<file path="config.mk">
export PLATFORM = sky130hd
export DESIGN_NAME = cap_timer
export DESIGN_NICKNAME = d
export VERILOG_FILES = /design/src/rtl/cap_timer_pkg.sv /design/src/rtl/cap_timer_inedge.sv /design/src/rtl/cap_timer_tbase.sv /design/src/rtl/cap_timer_seq.sv /design/src/rtl/cap_timer.sv
export SDC_FILE = /design/constraint.sdc
export NUM_CORES = 1
export LEC_CHECK = 0
export CAP_MARGIN = 25
export CORE_ASPECT_RATIO = 1.5
export CORE_UTILIZATION = 60
export DETAILED_ROUTE_END_ITERATION = 10
export GPL_TIMING_DRIVEN = 0
export PLACE_DENSITY = 0.81
export RECOVER_POWER = 25
export SYNTH_ARGS = -nofsm -noshare
export SYNTH_HDL_FRONTEND = slang
export SYNTH_HIERARCHICAL = 1
export SYNTH_SLANG_ARGS = --single-unit
</file>
<file path="constraint.sdc">
create_clock -name clk -period 8 [get_ports clk]
set_input_delay 2 -clock clk [delete_from_list [all_inputs] [get_ports clk]]
set_output_delay 2 -clock clk [all_outputs]
set_load 0.1 [all_outputs]
</file>
<file path="src/rtl/cap_timer_pkg.sv">
package cap_timer_pkg;

  localparam int ADDR_W = 4;
  localparam int N_EVT  = 4;
  localparam int PTR_W  = $clog2(N_EVT);
  localparam int CTRL_W = 2 + 1 + PTR_W + 1 + 2 * N_EVT;

  localparam logic [ADDR_W-1:0] A_CTRL  = 4'd0;
  localparam logic [ADDR_W-1:0] A_CMD   = 4'd1;
  localparam logic [ADDR_W-1:0] A_PHASE = 4'd2;
  localparam logic [ADDR_W-1:0] A_COUNT = 4'd3;
  localparam logic [ADDR_W-1:0] A_FLAGS = 4'd4;
  localparam logic [ADDR_W-1:0] A_CAP0  = 4'd5;

  localparam logic [1:0] SO_PASS = 2'd0;
  localparam logic [1:0] SO_WRAP = 2'd1;

  typedef struct packed {
    logic [1:0]       so_sel;
    logic             sync_en;
    logic [PTR_W-1:0] stop_idx;
    logic             oneshot;
    logic [N_EVT-1:0] clr_en;
    logic [N_EVT-1:0] fall_pol;
  } ctrl_t;

endpackage

</file>
<file path="src/rtl/cap_timer_inedge.sv">
module cap_timer_inedge #(
  parameter int STAGES = 2
) (
  input  logic clk,
  input  logic rst_n,
  input  logic din,
  output logic rise,
  output logic fall
);

  logic [STAGES:0] sh_q;
  logic [STAGES:0] sh_d;

  always_comb begin
    sh_d = {sh_q[STAGES-1:0], din};
  end

  always_ff @(posedge clk or negedge rst_n) begin
    if (!rst_n) begin
      sh_q <= '0;
    end else begin
      sh_q <= sh_d;
    end
  end

  assign rise = sh_q[STAGES-1] & ~sh_q[STAGES];
  assign fall = ~sh_q[STAGES-1] & sh_q[STAGES];

endmodule

</file>
<file path="src/rtl/cap_timer_tbase.sv">
module cap_timer_tbase #(
  parameter int CNT_W = 32
) (
  input  logic             clk,
  input  logic             rst_n,
  input  logic             sync_load,
  input  logic             clr,
  input  logic [CNT_W-1:0] phase,
  output logic [CNT_W-1:0] cnt,
  output logic             wrap
);

  localparam logic [CNT_W-1:0] ONE = {{(CNT_W-1){1'b0}}, 1'b1};

  logic [CNT_W-1:0] cnt_q;
  logic [CNT_W-1:0] cnt_d;
  logic             step;

  always_comb begin
    step = !sync_load && !clr;
    if (sync_load) begin
      cnt_d = phase;
    end else if (clr) begin
      cnt_d = '0;
    end else begin
      cnt_d = cnt_q + ONE;
    end
  end

  always_ff @(posedge clk or negedge rst_n) begin
    if (!rst_n) begin
      cnt_q <= '0;
    end else begin
      cnt_q <= cnt_d;
    end
  end

  assign cnt  = cnt_q;
  assign wrap = step && (&cnt_q);

endmodule

</file>
<file path="src/rtl/cap_timer_seq.sv">
module cap_timer_seq
  import cap_timer_pkg::*;
#(
  parameter int CNT_W = 32
) (
  input  logic                        clk,
  input  logic                        rst_n,
  input  logic                        rise,
  input  logic                        fall,
  input  logic [N_EVT-1:0]            fall_pol,
  input  logic [N_EVT-1:0]            clr_en,
  input  logic                        oneshot,
  input  logic [PTR_W-1:0]            stop_idx,
  input  logic                        rearm,
  input  logic [CNT_W-1:0]            cnt,
  output logic [N_EVT-1:0]            cap_hit,
  output logic                        cnt_clr,
  output logic [N_EVT-1:0][CNT_W-1:0] caps
);

  localparam logic [PTR_W-1:0] LAST_PTR = PTR_W'(N_EVT - 1);

  logic [PTR_W-1:0] ptr_q;
  logic [PTR_W-1:0] ptr_d;
  logic             halt_q;
  logic             halt_d;
  logic             active;
  logic             edge_sel;
  logic             hit;
  logic             at_stop;

  always_comb begin
    active   = !halt_q || !oneshot;
    edge_sel = fall_pol[ptr_q] ? fall : rise;
    hit      = active && edge_sel;
    at_stop  = oneshot && (ptr_q == stop_idx);
    cnt_clr  = hit && clr_en[ptr_q];
    cap_hit  = '0;
    if (hit) begin
      cap_hit[ptr_q] = 1'b1;
    end

    ptr_d  = ptr_q;
    halt_d = halt_q;
    if (rearm) begin
      ptr_d  = '0;
      halt_d = 1'b0;
    end else if (hit) begin
      if (at_stop || (ptr_q == LAST_PTR)) begin
        ptr_d = '0;
      end else begin
        ptr_d = ptr_q + 1'b1;
      end
      if (at_stop) begin
        halt_d = 1'b1;
      end
    end
  end

  always_ff @(posedge clk or negedge rst_n) begin
    if (!rst_n) begin
      ptr_q  <= '0;
      halt_q <= 1'b0;
    end else begin
      ptr_q  <= ptr_d;
      halt_q <= halt_d;
    end
  end

  for (genvar g = 0; g < N_EVT; g++) begin : g_slot
    logic [CNT_W-1:0] slot_q;
    always_ff @(posedge clk or negedge rst_n) begin
      if (!rst_n) begin
        slot_q <= '0;
      end else if (cap_hit[g]) begin
        slot_q <= cnt;
      end
    end
    assign caps[g] = slot_q;
  end

endmodule

</file>
<file path="src/rtl/cap_timer.sv">
module cap_timer
  import cap_timer_pkg::*;
#(
  parameter int CNT_W       = 32,
  parameter int SYNC_STAGES = 2
) (
  input  logic              clk,
  input  logic              rst_n,
  input  logic              cap_in,
  input  logic              sync_in,
  output logic              sync_out,
  input  logic              reg_wr,
  input  logic [ADDR_W-1:0] reg_addr,
  input  logic [CNT_W-1:0]  reg_wdata,
  output logic [CNT_W-1:0]  reg_rdata,
  output logic              irq
);

  // reset: asserted asynchronously, released on a clock edge
  logic [1:0] rst_pipe_q;
  logic       rst_sync_n;

  always_ff @(posedge clk or negedge rst_n) begin
    if (!rst_n) begin
      rst_pipe_q <= '0;
    end else begin
      rst_pipe_q <= {rst_pipe_q[0], 1'b1};
    end
  end
  assign rst_sync_n = rst_pipe_q[1];

  ctrl_t            ctrl_q, ctrl_d;
  logic [CNT_W-1:0] phase_q, phase_d;
  logic [N_EVT:0]   flags_q, flags_d;
  logic             sw_sync_q, sw_sync_d;

  logic wr_ctrl, wr_cmd, wr_phase, wr_flags;
  logic rearm;
  logic sync_load;
  logic rise, fall;
  logic wrap;
  logic cnt_clr;
  logic [CNT_W-1:0]            cnt;
  logic [N_EVT-1:0]            cap_hit;
  logic [N_EVT-1:0][CNT_W-1:0] caps;

  always_comb begin
    wr_ctrl  = reg_wr && (reg_addr == A_CTRL);
    wr_cmd   = reg_wr && (reg_addr == A_CMD);
    wr_phase = reg_wr && (reg_addr == A_PHASE);
    wr_flags = reg_wr && (reg_addr == A_FLAGS);
    rearm    = wr_cmd && reg_wdata[1];
    sync_load = (sync_in && ctrl_q.sync_en) || sw_sync_q;
  end

  // next state of the register file
  always_comb begin
    ctrl_d    = wr_ctrl ? ctrl_t'(reg_wdata[CTRL_W-1:0]) : ctrl_q;
    phase_d   = wr_phase ? reg_wdata : phase_q;
    sw_sync_d = wr_cmd && reg_wdata[0];
    flags_d   = flags_q;
    if (wr_flags) begin
      flags_d = flags_d & ~reg_wdata[N_EVT:0];
    end
    flags_d = flags_d | {wrap, cap_hit};
  end

  always_ff @(posedge clk or negedge rst_sync_n) begin
    if (!rst_sync_n) begin
      ctrl_q    <= '0;
      phase_q   <= '0;
      flags_q   <= '0;
      sw_sync_q <= 1'b0;
    end else begin
      ctrl_q    <= ctrl_d;
      phase_q   <= phase_d;
      flags_q   <= flags_d;
      sw_sync_q <= sw_sync_d;
    end
  end

  cap_timer_inedge #(
    .STAGES(SYNC_STAGES)
  ) u_inedge (
    .clk  (clk),
    .rst_n(rst_sync_n),
    .din  (cap_in),
    .rise (rise),
    .fall (fall)
  );

  cap_timer_tbase #(
    .CNT_W(CNT_W)
  ) u_tbase (
    .clk      (clk),
    .rst_n    (rst_sync_n),
    .sync_load(sync_load),
    .clr      (cnt_clr),
    .phase    (phase_q),
    .cnt      (cnt),
    .wrap     (wrap)
  );

  cap_timer_seq #(
    .CNT_W(CNT_W)
  ) u_seq (
    .clk     (clk),
    .rst_n   (rst_sync_n),
    .rise    (rise),
    .fall    (fall),
    .fall_pol(ctrl_q.fall_pol),
    .clr_en  (ctrl_q.clr_en),
    .oneshot (ctrl_q.oneshot),
    .stop_idx(ctrl_q.stop_idx),
    .rearm   (rearm),
    .cnt     (cnt),
    .cap_hit (cap_hit),
    .cnt_clr (cnt_clr),
    .caps    (caps)
  );

  always_comb begin
    unique case (ctrl_q.so_sel)
      SO_PASS: sync_out = sync_in || sw_sync_q;
      SO_WRAP: sync_out = wrap;
      default: sync_out = 1'b0;
    endcase
  end

  always_comb begin
    reg_rdata = '0;
    case (reg_addr)
      A_CTRL:  reg_rdata = CNT_W'(ctrl_q);
      A_PHASE: reg_rdata = phase_q;
      A_COUNT: reg_rdata = cnt;
      A_FLAGS: reg_rdata = CNT_W'(flags_q);
      default: begin
        for (int i = 0; i < N_EVT; i++) begin
          if (reg_addr == A_CAP0 + ADDR_W'(i)) begin
            reg_rdata = caps[i];
          end
        end
      end
    endcase
  end

  assign irq = |flags_q;

endmodule

</file>
==> summary.md <==
| Metric | Value |
|---|---|
| Worst Reg2Reg Path Length in Cells | 1 |
| First-pass GRT wire length | 52.2 mm |
| Highest net fanout along the worst path | 10 |
| End of the worst register-to-register path | u_seq/g_slot[2].slot_q[25] |
| Clk Tree Root Cell | sky130_fd_sc_hd__clkbuf_16 |
| Standby leakage power | 0.00580 µW |
| Maximum operating frequency | between 100 and 150 MHz |
| Die Height | 172 µm |
| Synthesis-to-layout area growth | 15.4% |
| Flop2flop setup slack | 3190 ps |
| Slowest library cell on the worst path | sky130_fd_sc_hd__clkdlybuf4s50_1 |
| Via count of the first global-routing pass | approximately 9.2k |
| Count of routing violations after the opening detailed-route iteration | approximately 900 |
| Worst slew margin relative to its limit | -134% |
| Number of synthesis warnings | 6 |
| Power density relative to cell area | 330 mW/mm² |
| Leading area contributor after synthesis | sky130_fd_sc_hd__dfrtp_1 |
| Worst Skew | 10.9 ps |
| Starting Density | 61.8% |
| Fraction of post-synthesis cell area in the top cell type by area | 47.4% |
| Detailed-routing wirelength on met1 | 12.4 mm |
| Signal arrival time at the worst endpoint | slightly below 6000 ps |
| Clock-pin slew of the registers on the worst-case setup and hold paths | 60 ps |
| Kind of launch point of the worst setup path | primary input |
| Wire length on met3 | 2.77 mm |
| EDFF count, synth | 0 |
| Ys flop type | sky130_fd_sc_hd__dfrtp_1 |
| Count of pins over their slew limit | 167 |
| RSZ-0062 raised after global routing | false |
| Required @ worst endpoint | 6000 ps |
| Initial antenna violation count | 0 |
| Number of distinct library cells after synthesis | 75 |
| Part of the Yosys area used for sequential elements | 47.4% |
| Most instantiated cells after synthesis | sky130_fd_sc_hd__dfrtp_1 (220), sky130_fd_sc_hd__mux2_2 (142), sky130_fd_sc_hd__mux2_1 (54), sky130_fd_sc_hd__nand2_1 (49), sky130_fd_sc_hd__o21ai_0 (42) |
| Full die area | about 0.02 mm² |
| Number of clock sinks seen by CTS | between 200 and 250 |
| Post-Layout Cell Count | around 1.4k |
| Violated checks | max-capacitance violations, max-slew violations |
| First-pass detailed-route iteration total | 5 |
| Uppermost layer routed | met4 |
| Routed wire length | 34.3 mm |
| Width of the die | approximately 120 µm |
| Buffers inserted by post-CTS timing repair | 0 |
| Drt via density | 6.67 |
| Site Rows | 61 |
| Avg WL per Cell | 25.3 µm |
| Worst setup path class | primary input to primary output |
| Shortest clock period the worst path allows after layout | 7890 ps |
| GR Util All Layers | 35.8% |
| Period utilisation layout | 98.6% |
| Count of instances resized after the clock tree is built | 0 |
| Maximum clock path buffer count | 3 |
| FF-to-FF Start | rst_pipe_q[1] |
| Number of antenna repair diodes | 0 |
| Worst vdd rail ir drop | 0.215 mV |
| Global placer's final weighted congestion | 0.937 |
| Critical Path End Type | primary output |
| Most repeated cell in the gate-level netlist after synthesis | sky130_fd_sc_hd__dfrtp_1 |
| Number of max-capacitance violations reported | 3 |
| Cell count after placement | 1,315 |
| Hold buffer count at cts | 0 |
| Clock network latency to the later pin of the worst-skew pair | 510 ps |
| Outcome | finished, violations left |
| Ports | 75 |
| Cells after Synth | 988 |
| Minimum setup slack after placement | 101 ps |
| Mapped Area | 0.0116 mm² |
| Final-stage net count | about 1.1k |
| Final setup viols | 0 |
| Largest net degree at the start of global routing | 64 |
| Clock buffers created by TritonCTS | 21 |
| Class of the tightest hold or removal check | flop to flop |
| Crit path to | sync_out |
| Tightest Pin Transition | 3510 ps |
| Total number of vias | 9,032 |
| Gr ovfl total | 0 |
| Highest cell delay on the worst timing path | 1160 ps |
| Post-detailed-placement half-perimeter wirelength | 23.7 mm |
| Number of nets produced by synthesis | ~1.0k |
| H-tree Lvls | 1 |
| Detailed-routed wire length on met2 | approximately 16 mm |
| Avg Synthesized Cell Area | 11.7 µm² |
| Worst setup path startpoint | sync_in |
| Synth area leaders | sky130_fd_sc_hd__dfrtp_1 (47%), sky130_fd_sc_hd__mux2_2 (14%), sky130_fd_sc_hd__mux2_1 (5.2%) |
| Hold violation total from the final report | 0 |
| DRC | 0 |
| Number of nets still failing antenna checks after routing | 0 |
| Flops & latches, synth | 220 |
| Ys async rst share | 100% |
| CTS tree | yes |
| Fraction of layout instances using a drive strength above 1 | 24.8% |
| Critical path, cell by cell | clkdlybuf4s50_1 > a21o_1 > clkbuf_1 > nor2_1 > clkbuf_1 > nand2_1 > nor3_1 > clkbuf_2 > a21oi_1 > nor2_1 > clkdlybuf4s50_1 |
| Core box area | 0.0188 mm² |
| Worst setup slack after layout | 113 ps |
| Port buffer count | 72 |
## cells in the final DEF (no fill, tap or decap), drive strengths merged, types with 4 or more instances in the layout
cell / n
xnor2: 13
o21ai: 42
ha: 5
o22ai: 26
mux2i: 12
a21o: 7
dfrtp: 220
a221oi: 24
nand3: 25
inv: 37
nand2: 51
nor2b: 8
o21a: 19
and3: 10
clkbuf: 62
nand4: 10
mux2: 206
a22oi: 11
a221o: 7
nor3b: 7
a21oi: 41
a22o: 24
a41oi: 4
a31oi: 4
nor4: 11
or3: 7
clkdlybuf4s50: 72
buf: 50
nor2: 24
nor3: 17
## cell type report
class | instances | area [µm²]
Clock inverter | 4 | 70.1
Timing Repair Buffer | 78 | 771
Sequential cell | 220 | 5510
Tap cell | 252 | 315
Fill cell | 1398 | 5380
Clock buffer | 33 | 631
Inverter | 37 | 139
Buffer | 73 | 460
Multi-Input combinational cell | 658 | 5500
## layer usage
layer,vias to the layer above,global-route usage (%)
met5,-,0
met4,0,26.8
met3,185,6.41
met2,528,58.3
met1,4456,42.1
li1,3863,-
## registers in the layout, indices dropped and copies added, names as in the netlist
register	flops
u_inedge/sh_q	3
rst_pipe_q	2
u_seq/ptr_q	2
u_tbase/cnt	32
ctrl_q	14
flags_q	5
phase_q	32
sw_sync_q	1
u_seq/halt_q	1
u_seq/g_slot.slot_q	128
## critical path: cells and delay by family
family / cells / cell delay, ps
compound gates: 2 / 250
buf+inv: 5 / 2530
simple gates: 4 / 1100
## metrics by stage
stage	setup TNS [ps]	hold slack (ps)	instance area [µm²]	total power, µW	utilization [%]
after floorplan	0	331	11600	2920	-
after global placement	-211530	337	12600	3290	67.3
after detailed placement	0	346	12700	3370	67.8
after CTS	0	360	13400	4400	71.5
after global routing	0	366	13400	4620	71.3
final	0	357	13400	4420	71.3
## cells by family (layout without fill, tap and decap cells)
kind of cell	count (synthesis)	after routing	share of synthesized area [%]
fa+ha+maj	5	5	0.539
mux	220	220	21.8
compound gates	234	234	15.1
other cells	1	1	0.0323
xor+xnor	15	15	1.13
flops	220	220	47.4
simple gates	183	183	8.85
buf+inv	110	225	5.16
## where the power goes
group	leakage [µW]	switching, µW	internal (µW)
clock network	0.000345	432	604
registers	0.00277	449	1530
logic	0.00268	731	672
## worst min path at each step
stage / startpoint / to / slack, ps / depth (start not counted)
2_1_floorplan: rst_pipe_q[0] / rst_pipe_q[1] / 330 / 0
3_3_place_gp: rst_pipe_q[0] / rst_pipe_q[1] / 340 / 0
3_5_place_dp: u_inedge/sh_q[0] / u_inedge/sh_q[1] / 350 / 0
4_1_cts: u_inedge/sh_q[0] / u_inedge/sh_q[1] / 360 / 0
5_1_grt: u_inedge/sh_q[0] / u_inedge/sh_q[1] / 370 / 0
6_report: u_inedge/sh_q[0] / u_inedge/sh_q[1] / 360 / 0
(Power assumes the default switching activity.)
